## src/rtl/mux_bus_latch_pkg.sv

```systemverilog
package mux_bus_latch_pkg;
  typedef enum logic {
    HOLD_REG   = 1'b0,
    HOLD_LATCH = 1'b1
  } hold_e;
  localparam int unsigned DEF_W = 12;
  localparam int unsigned N_BANK = 2;
endpackage

```

## src/rtl/bank_store.sv

```systemverilog
module bank_store
  import mux_bus_latch_pkg::*;
#(
  parameter int unsigned W    = DEF_W,
  parameter hold_e       HOLD = HOLD_REG
) (
  input  logic         clk,
  input  logic         rst,
  input  logic         en,
  input  logic [W-1:0] d,
  output logic [W-1:0] q
);
  generate
    if (HOLD == HOLD_REG) begin : g_reg
      always_ff @(posedge clk) begin
        if (rst)     q <= '0;
        else if (en) q <= d;
      end
    end else begin : g_latch
      always_latch begin
        if (rst)     q = '0;
        else if (en) q = d;
      end
    end
  endgenerate
endmodule

```

## src/rtl/port_drive.sv

```systemverilog
module port_drive #(
  parameter int unsigned W = 12
) (
  input  logic         oe_n,
  input  logic [W-1:0] data,
  output logic [W-1:0] out,
  output logic         drive
);
  always_comb begin
    drive = ~oe_n;
    out   = oe_n ? '0 : data;
  end
endmodule

```

## src/rtl/read_sel.sv

```systemverilog
module read_sel #(
  parameter int unsigned W = 12
) (
  input  logic         sel_first,
  input  logic [W-1:0] first,
  input  logic [W-1:0] second,
  output logic [W-1:0] y
);
  always_comb y = sel_first ? first : second;
endmodule

```

## src/rtl/mux_bus_latch.sv

```systemverilog
module mux_bus_latch
  import mux_bus_latch_pkg::*;
#(
  parameter int unsigned W    = DEF_W,
  parameter hold_e       HOLD = HOLD_REG
) (
  input  logic         clk,
  input  logic         rst,
  input  logic [W-1:0] a_in,
  output logic [W-1:0] a_out,
  output logic         a_drive,
  input  logic [W-1:0] b1_in,
  output logic [W-1:0] b1_out,
  output logic         b1_drive,
  input  logic [W-1:0] b2_in,
  output logic [W-1:0] b2_out,
  output logic         b2_drive,
  input  logic         sel_b1,
  input  logic         ld_ab1,
  input  logic         ld_ab2,
  input  logic         ld_b1a,
  input  logic         ld_b2a,
  input  logic         oe_a_n,
  input  logic         oe_b1_n,
  input  logic         oe_b2_n
);
  // Per-bank views: index 0 is bank 1, index 1 is bank 2.
  logic [N_BANK-1:0][W-1:0] out_q;   // A-to-bank stores
  logic [N_BANK-1:0][W-1:0] in_q;    // bank-to-A stores
  logic [N_BANK-1:0][W-1:0] bank_in;
  logic [N_BANK-1:0][W-1:0] bank_out;
  logic [N_BANK-1:0]        ld_out;
  logic [N_BANK-1:0]        ld_in;
  logic [N_BANK-1:0]        bank_oe_n;
  logic [N_BANK-1:0]        bank_drv;
  logic [W-1:0]             a_pick;

  always_comb begin
    bank_in   = {b2_in, b1_in};
    ld_out    = {ld_ab2, ld_ab1};
    ld_in     = {ld_b2a, ld_b1a};
    bank_oe_n = {oe_b2_n, oe_b1_n};
  end

  genvar gi;
  generate
    for (gi = 0; gi < N_BANK; gi++) begin : g_bank
      bank_store #(.W(W), .HOLD(HOLD)) u_out_store (
        .clk (clk), .rst (rst), .en (ld_out[gi]),
        .d   (a_in), .q (out_q[gi])
      );
      bank_store #(.W(W), .HOLD(HOLD)) u_in_store (
        .clk (clk), .rst (rst), .en (ld_in[gi]),
        .d   (bank_in[gi]), .q (in_q[gi])
      );
      port_drive #(.W(W)) u_bank_drv (
        .oe_n  (bank_oe_n[gi]), .data (out_q[gi]),
        .out   (bank_out[gi]),  .drive (bank_drv[gi])
      );
    end
  endgenerate

  read_sel #(.W(W)) u_sel (
    .sel_first (sel_b1), .first (in_q[0]), .second (in_q[1]), .y (a_pick)
  );

  port_drive #(.W(W)) u_a_drv (
    .oe_n (oe_a_n), .data (a_pick), .out (a_out), .drive (a_drive)
  );

  always_comb begin
    b1_out   = bank_out[0];
    b2_out   = bank_out[1];
    b1_drive = bank_drv[0];
    b2_drive = bank_drv[1];
  end
endmodule

```

## config.mk

```make
export PLATFORM = sky130hd
export DESIGN_NAME = mux_bus_latch
export DESIGN_NICKNAME = d
export VERILOG_FILES = /design/src/rtl/mux_bus_latch_pkg.sv /design/src/rtl/bank_store.sv /design/src/rtl/port_drive.sv /design/src/rtl/read_sel.sv /design/src/rtl/mux_bus_latch.sv
export SDC_FILE = /design/constraint.sdc
export NUM_CORES = 1
export LEC_CHECK = 0
export BUFFER_PORTS_ARGS = -buffer_cell sky130_fd_sc_hd__clkbuf_2
export CAP_MARGIN = 20
export CORE_MARGIN = 4
export CORE_UTILIZATION = 47
export CTS_CLUSTER_DIAMETER = 60
export DETAILED_ROUTE_END_ITERATION = 6
export PLACE_DENSITY = 0.78
export RECOVER_POWER = 50
export SYNTH_ARGS = -nofsm -noshare
export SYNTH_HDL_FRONTEND = slang
export SYNTH_SLANG_ARGS = --single-unit
```

## constraint.sdc

```tcl
create_clock -name clk -period 0.8 [get_ports clk]
set_input_delay 0.08 -clock clk [delete_from_list [all_inputs] [get_ports clk]]
set_output_delay 0.08 -clock clk [all_outputs]
set_load 0.05 [all_outputs]
```

==> summary.txt, run 1 <==
Run status
  – Status: finished, violations left
  – Failing checks: setup timing

Critical path
  – Worst Setup SP: g_bank[0].u_in_store.q[4]
  – CP max FO: 2
  – Reg-to-reg endpoint: g_bank[0].u_out_store.q[8]
  – Worst Setup End Kind: output pin
  – CP Class: reg2out
  – Crit path DAT: 1.02 ns
  – CP Launch Type: flip-flop
  – R2r startpoint: g_bank[0].u_out_store.q[8]
  – Crit path required time: 0.72 ns
  – Reg2Reg Depth: 4
  – R2r setup slk: -0.04 ns
  – Worst setup path end: a_out[4]

Floorplanning
  – Die Wd: 74.16 um
  – Io pins: 85
  – Core Region: 4115 um^2
  – Full die area: 5499 um^2
  – Rows: 23
  – Initial Util: 49.98%
  – Die H: 74.16 um

Synth
  – Synth area leaders: dfxtp_1, mux2i_1, nor2_1, and2b_1, nor2b_1
  – Synthesized cell area: 2057 um^2
  – Syn Nets: 254
  – Synth Flop Type: dfxtp_1
  – Number of synthesized flops with an enable pin: 0
  – Most frequent cells after synthesis: mux2i_1, nor2_1, dfxtp_1, and2b_1, nor2b_1
  – Avg Inst Size Synth: 9.889 um^2
  – Post-Syn Instances: 208
  – #FFs+latches synth: 48
  – Fraction of registers with async set/reset: 0%
  – Top cell type's share of synthesized area: 46.72%
  – Register area share after synthesis: 46.72%
  – Top cell type by total area after synthesis: dfxtp_1
  – Distinct cells, synth: 9
  – Ys Warns: 0

Place
  – IO buf count: 84
  – DP HPWL: 3445 um
  – Gpl congestion: 0.7650

Global routing
  – GR Overflow Total: 0
  – Initial antenna violation count: 0
  – Global-route wire length before repair: 8749 um
  – Total GRT Usage: 20.93%
  – Largest net degree at the start of global routing: 28
  – Vias in the first global route: 1857

Clock tree
  – Clk Latency, worst-skew pair: 0.28 ns
  – Clock transition at the registers of the reported paths: 0.08 ns
  – Root Driver: clkbuf_8
  – Clock Path Buffers: 2
  – Post-CTS Hold Buffers: 0
  – CTS tree: yes
  – Clk sinks: 48
  – Num CTS Buffers: 5
  – H-tree Lvls: 2

STA
  – Final setup violation count: 38
  – Max Slew Vio Count: 0
  – Final Hold Viols: 0
  – Fin Setup TNS: -8.612 ns
  – Worst-Margin Slew: 0.2726 ns
  – Min cycle time layout: 1.104 ns
  – Setup ws final: -0.3036 ns
  – Tcrit/Tclk final: 137.9%
  – Relative slew slack: 81.83%
  – Fmax: 0.9061 GHz
  – Clock Skew: 0 ns
  – RSZ-0062 raised after global routing: true

Power
  – Static leakage: 1.651 nW
  – P per Cell Area: 1576 nW/um^2
  – Total power: 5.591 mW
  – VDD IR max: 1.299 mV

Finish
  – Area of the multi-input gates: 1305 um^2
  – Register area: 1005 um^2
  – Final layout net count: 352
  – Fillers: 198
  – Area growth syn-to-layout: 72.45%
  – N_diodes: 0
  – Share of cells above drive strength 1: 59.93%

Drt
  – Router iterations before antenna repair: 4
  – Routed vias: 1804
  – Remaining routing DRC violations: 0
  – Via density: 5.053
  – Wire per inst: 16.37 um
  – Post-Route WL: 5844 um
  – Drt first-iter violations: 77
  – Final ANT Viol Nets: 0

Min path
  – Hold Path Class: in2reg

Flow run
  – MaxCap Viol Count: 0
final cells by class:
class	count	area share (%)
repair buffers	104	30.19
clock inverters	2	0.2822
inverters	3	0.3175
well taps	50	1.764
multi-input cells	144	36.79
clock buffers	6	2.328
flip-flops and latches	48	28.32
power by group:
group	internal, mW	switching, mW	total (mW)
clock	0.691	0.764	1.45
sequential	2.55	0.106	2.66
combinational	0.711	0.766	1.48
worst max-delay path, stage by stage (launching register included):
cell and delay (ns):
dfxtp_1 0.34, mux2i_2 0.20, nor2_4 0.05, buf_8 0.15
layer usage:
metal / up-vias / global-route usage (%) / wire [um]
met2: 61 / 36.81 / 3128
met4: 0 / 5.433 / 59
li1: 876 / - / -
met5: - / 0 / 0
met3: 6 / 6.351 / 390
met1: 861 / 24.81 / 2266
placed cells by master, fill, tap and decap left out, types with 10 or more instances in the layout:
master    count
mux2i_1      48
nor2_1       48
clkbuf_2     48
dfxtp_2      35
buf_8        33
dfxtp_1      13
buf_12       13
nor2_4       12
nor2b_4      12
and2b_1      11
mux2i_4      10
buf_4        10
sequential cells by signal (all words and copies together), names as in the netlist:
signal,count
g_bank.u_in_store.q,24
g_bank.u_out_store.q,24
per-stage QoR:
stage	cells	utilization, %	hold WS, ns	instance area, um^2	setup slack [ns]
finish	357	86.20	0.02432	3547	-0.3036
global route	357	86.20	0.03071	3547	-0.3495
CTS	352	82.64	0.02066	3401	-0.3330
detailed placement	342	69.72	0.3250	2869	-0.2173
global placement	342	69.72	0.3155	2869	-0.1941
floorplan	208	-	0.2179	2212	-0.06119
cell families (layout without fill, tap and decap cells):
logic type	after synthesis	in the layout	synth area share (%)
simple gates	84	84	18.98
buf+inv	16	115	5.109
mux	60	60	29.20
flops	48	48	46.72
repair_timing:
| action | CTS | global route |
|---|---|---|
| endpoints found under the setup margin | 36 | 36 |
| hold endpoints to repair | 0 | 0 |
| pin swaps | 0 | 1 |
| setup buffers | 2 | 5 |
| gates cloned | 0 | 0 |
| resized for setup | 117 | 55 |
how the worst min path moves through the flow:
stage                  start                         to  slack, ns  cells after the start
floorplan            oe_b1_n                 b1_out[11]       0.22                      1
global placement    b1_in[2]  g_bank[0].u_in_store.q[2]       0.32                      3
detailed placement  b2_in[0]  g_bank[1].u_in_store.q[0]       0.33                      3
CTS                 b2_in[0]  g_bank[1].u_in_store.q[0]       0.02                      3
global route        b1_in[2]  g_bank[0].u_in_store.q[2]       0.03                      3
finish              b1_in[2]  g_bank[0].u_in_store.q[2]       0.02                      3
Power figures use the tool's default switching activity.
==> run 2: changes to the inputs <==
- HOLD_SLACK_MARGIN: not set -> 0.03
==> summary.txt, run 2 (same netlist as run 1, synthesis figures left out) <==
Run status
  – Status: finished, violations left
  – Failing checks: setup timing

Drt
  – Wire per inst: 17.78 um
  – Post-Route WL: 6598 um
  – Routed vias: 1907
  – Final ANT Viol Nets: 0
  – Router iterations before antenna repair: 4
  – Via density: 5.140
  – Drt first-iter violations: 88
  – Remaining routing DRC violations: 0

Finish
  – Fin cells: 371
  – Most frequent cells in the layout: nor2_1, mux2i_1, clkbuf_2
  – N_diodes: 0
  – Final layout net count: 366
  – Area growth syn-to-layout: 78.53%
  – Largest registers: g_bank.u_in_store.q: 24 flops, g_bank.u_out_store.q: 24 flops
  – Share of cells above drive strength 1: 56.07%
  – Cell area after layout: 3672 um^2
  – Commonest non-fill, non-tap cell in the layout: nor2_1

Critical path
  – CP Class: reg2out
  – Crit path required time: 0.72 ns
  – Crit path DAT: 1.06 ns
  – Worst Setup End Kind: output pin
  – CP Launch Type: flip-flop
  – CP max FO: 2

STA
  – Worst-Margin Slew: 0.2479 ns
  – Relative slew slack: 83.14%
  – Min cycle time layout: 1.144 ns
  – Setup ws final: -0.3438 ns
  – Clock Skew: 0 ns
  – RSZ-0062 raised after global routing: true
  – Tcrit/Tclk final: 143.0%
  – Fmax: 0.8743 GHz
  – Max Slew Vio Count: 0
  – Final Hold Slack: 0.04035 ns
  – Final setup violation count: 39
  – Final Hold Viols: 0

Floorplanning
  – Core Region: 4115 um^2
  – Initial Util: 49.98%
  – Die Wd: 74.16 um
  – Full die area: 5499 um^2
  – Rows: 23
  – Die H: 74.16 um
  – Io pins: 85

Clock tree
  – Clk Latency, worst-skew pair: 0.29 ns
  – Root Driver: clkbuf_8
  – Clk sinks: 48
  – H-tree Lvls: 2
  – Clock Path Buffers: 2
  – Clock transition at the registers of the reported paths: 0.08 ns
  – Num CTS Buffers: 5
  – CTS tree: yes

Power
  – P per Cell Area: 1544 nW/um^2
  – VDD IR max: 1.320 mV
  – Total power: 5.670 mW
  – Static leakage: 1.705 nW

Place
  – DP HPWL: 3445 um
  – IO buf count: 84
  – Post-placement cell area: 2869 um^2
  – Dpl cells: 342
  – Gpl congestion: 0.7650

Global routing
  – GR Overflow Total: 0
  – Largest net degree at the start of global routing: 28
  – Global-route wire length before repair: 9515 um
  – Initial antenna violation count: 0
  – Vias in the first global route: 1966
  – Total GRT Usage: 22.89%

Min path
  – Hold Path Class: in2reg

Flow run
  – MaxCap Viol Count: 0
## run 2: cell types whose count changed in the layout (fill, tap and decap cells not counted), sizes merged
cell         change
dlygate4sd3     +13
buf              +2
clkbuf           -1
## run 2: cell type report
| type | count | area [um^2] |
|---|---|---|
| well taps | 50 | 62.56 |
| clock buffers | 6 | 82.58 |
| inverters | 3 | 11.26 |
| repair buffers | 118 | 1209 |
| multi-input cells | 144 | 1300 |
| clock inverters | 2 | 10.01 |
| flip-flops and latches | 48 | 997.2 |
| fillers | 180 | 442.9 |
## run 2: path summary, 6_finish.rpt
| kind | startpoint | end | slack [ns] | cells after the start |
|---|---|---|---|---|
| setup / recovery | g_bank[0].u_in_store.q[1] | a_out[1] | -0.34 | 3 |
| hold / removal | b1_in[11] | g_bank[0].u_in_store.q[11] | 0.04 | 3 |
| setup reg to reg | g_bank[0].u_out_store.q[8] | g_bank[0].u_out_store.q[8] | -0.04 | 4 |
| hold reg to reg | g_bank[0].u_out_store.q[2] | g_bank[0].u_out_store.q[2] | 0.50 | 2 |
## run 2: per-layer routing
metal | routed length (um) | up-vias | track usage, %
met2 | 3643 | 73 | 41.83
met1 | 2428 | 924 | 26.39
met5 | 0 | - | 0
li1 | - | 902 | -
met4 | 87 | 0 | 5.634
met3 | 439 | 8 | 6.216
## run 2: critical path, cell delays in order (launching register included)
cell and delay [ns]:
dfxtp_1 0.34, mux2i_2 0.24, nor2_4 0.05, buf_8 0.15
## run 2: where the power goes
part	internal (mW)	total (mW)	switching [mW]
clock network	0.691	1.46	0.770
registers	2.55	2.66	0.109
logic	0.755	1.55	0.796
## run 2: metrics by stage
| step | util, % | setup slack, ns | TNS, ns |
|---|---|---|---|
| after floorplan | - | -0.06119 | -0.9837 |
| after global placement | 69.72 | -0.1941 | -3.260 |
| after detailed placement | 69.72 | -0.2173 | -3.563 |
| after CTS | 85.80 | -0.3330 | -9.213 |
| after global routing | 89.24 | -0.3750 | -10.44 |
| final | 89.24 | -0.3438 | -8.885 |
## run 2: what timing repair did
| action | 4_1_cts | 5_1_grt |
|---|---|---|
| hold buffers | 13 | 0 |
| buffers inserted | 2 | 6 |
| endpoints found under the hold margin | 13 | 0 |
| endpoints found under the setup margin | 36 | 37 |
| pin swaps | 0 | 1 |
| resized for setup | 117 | 56 |
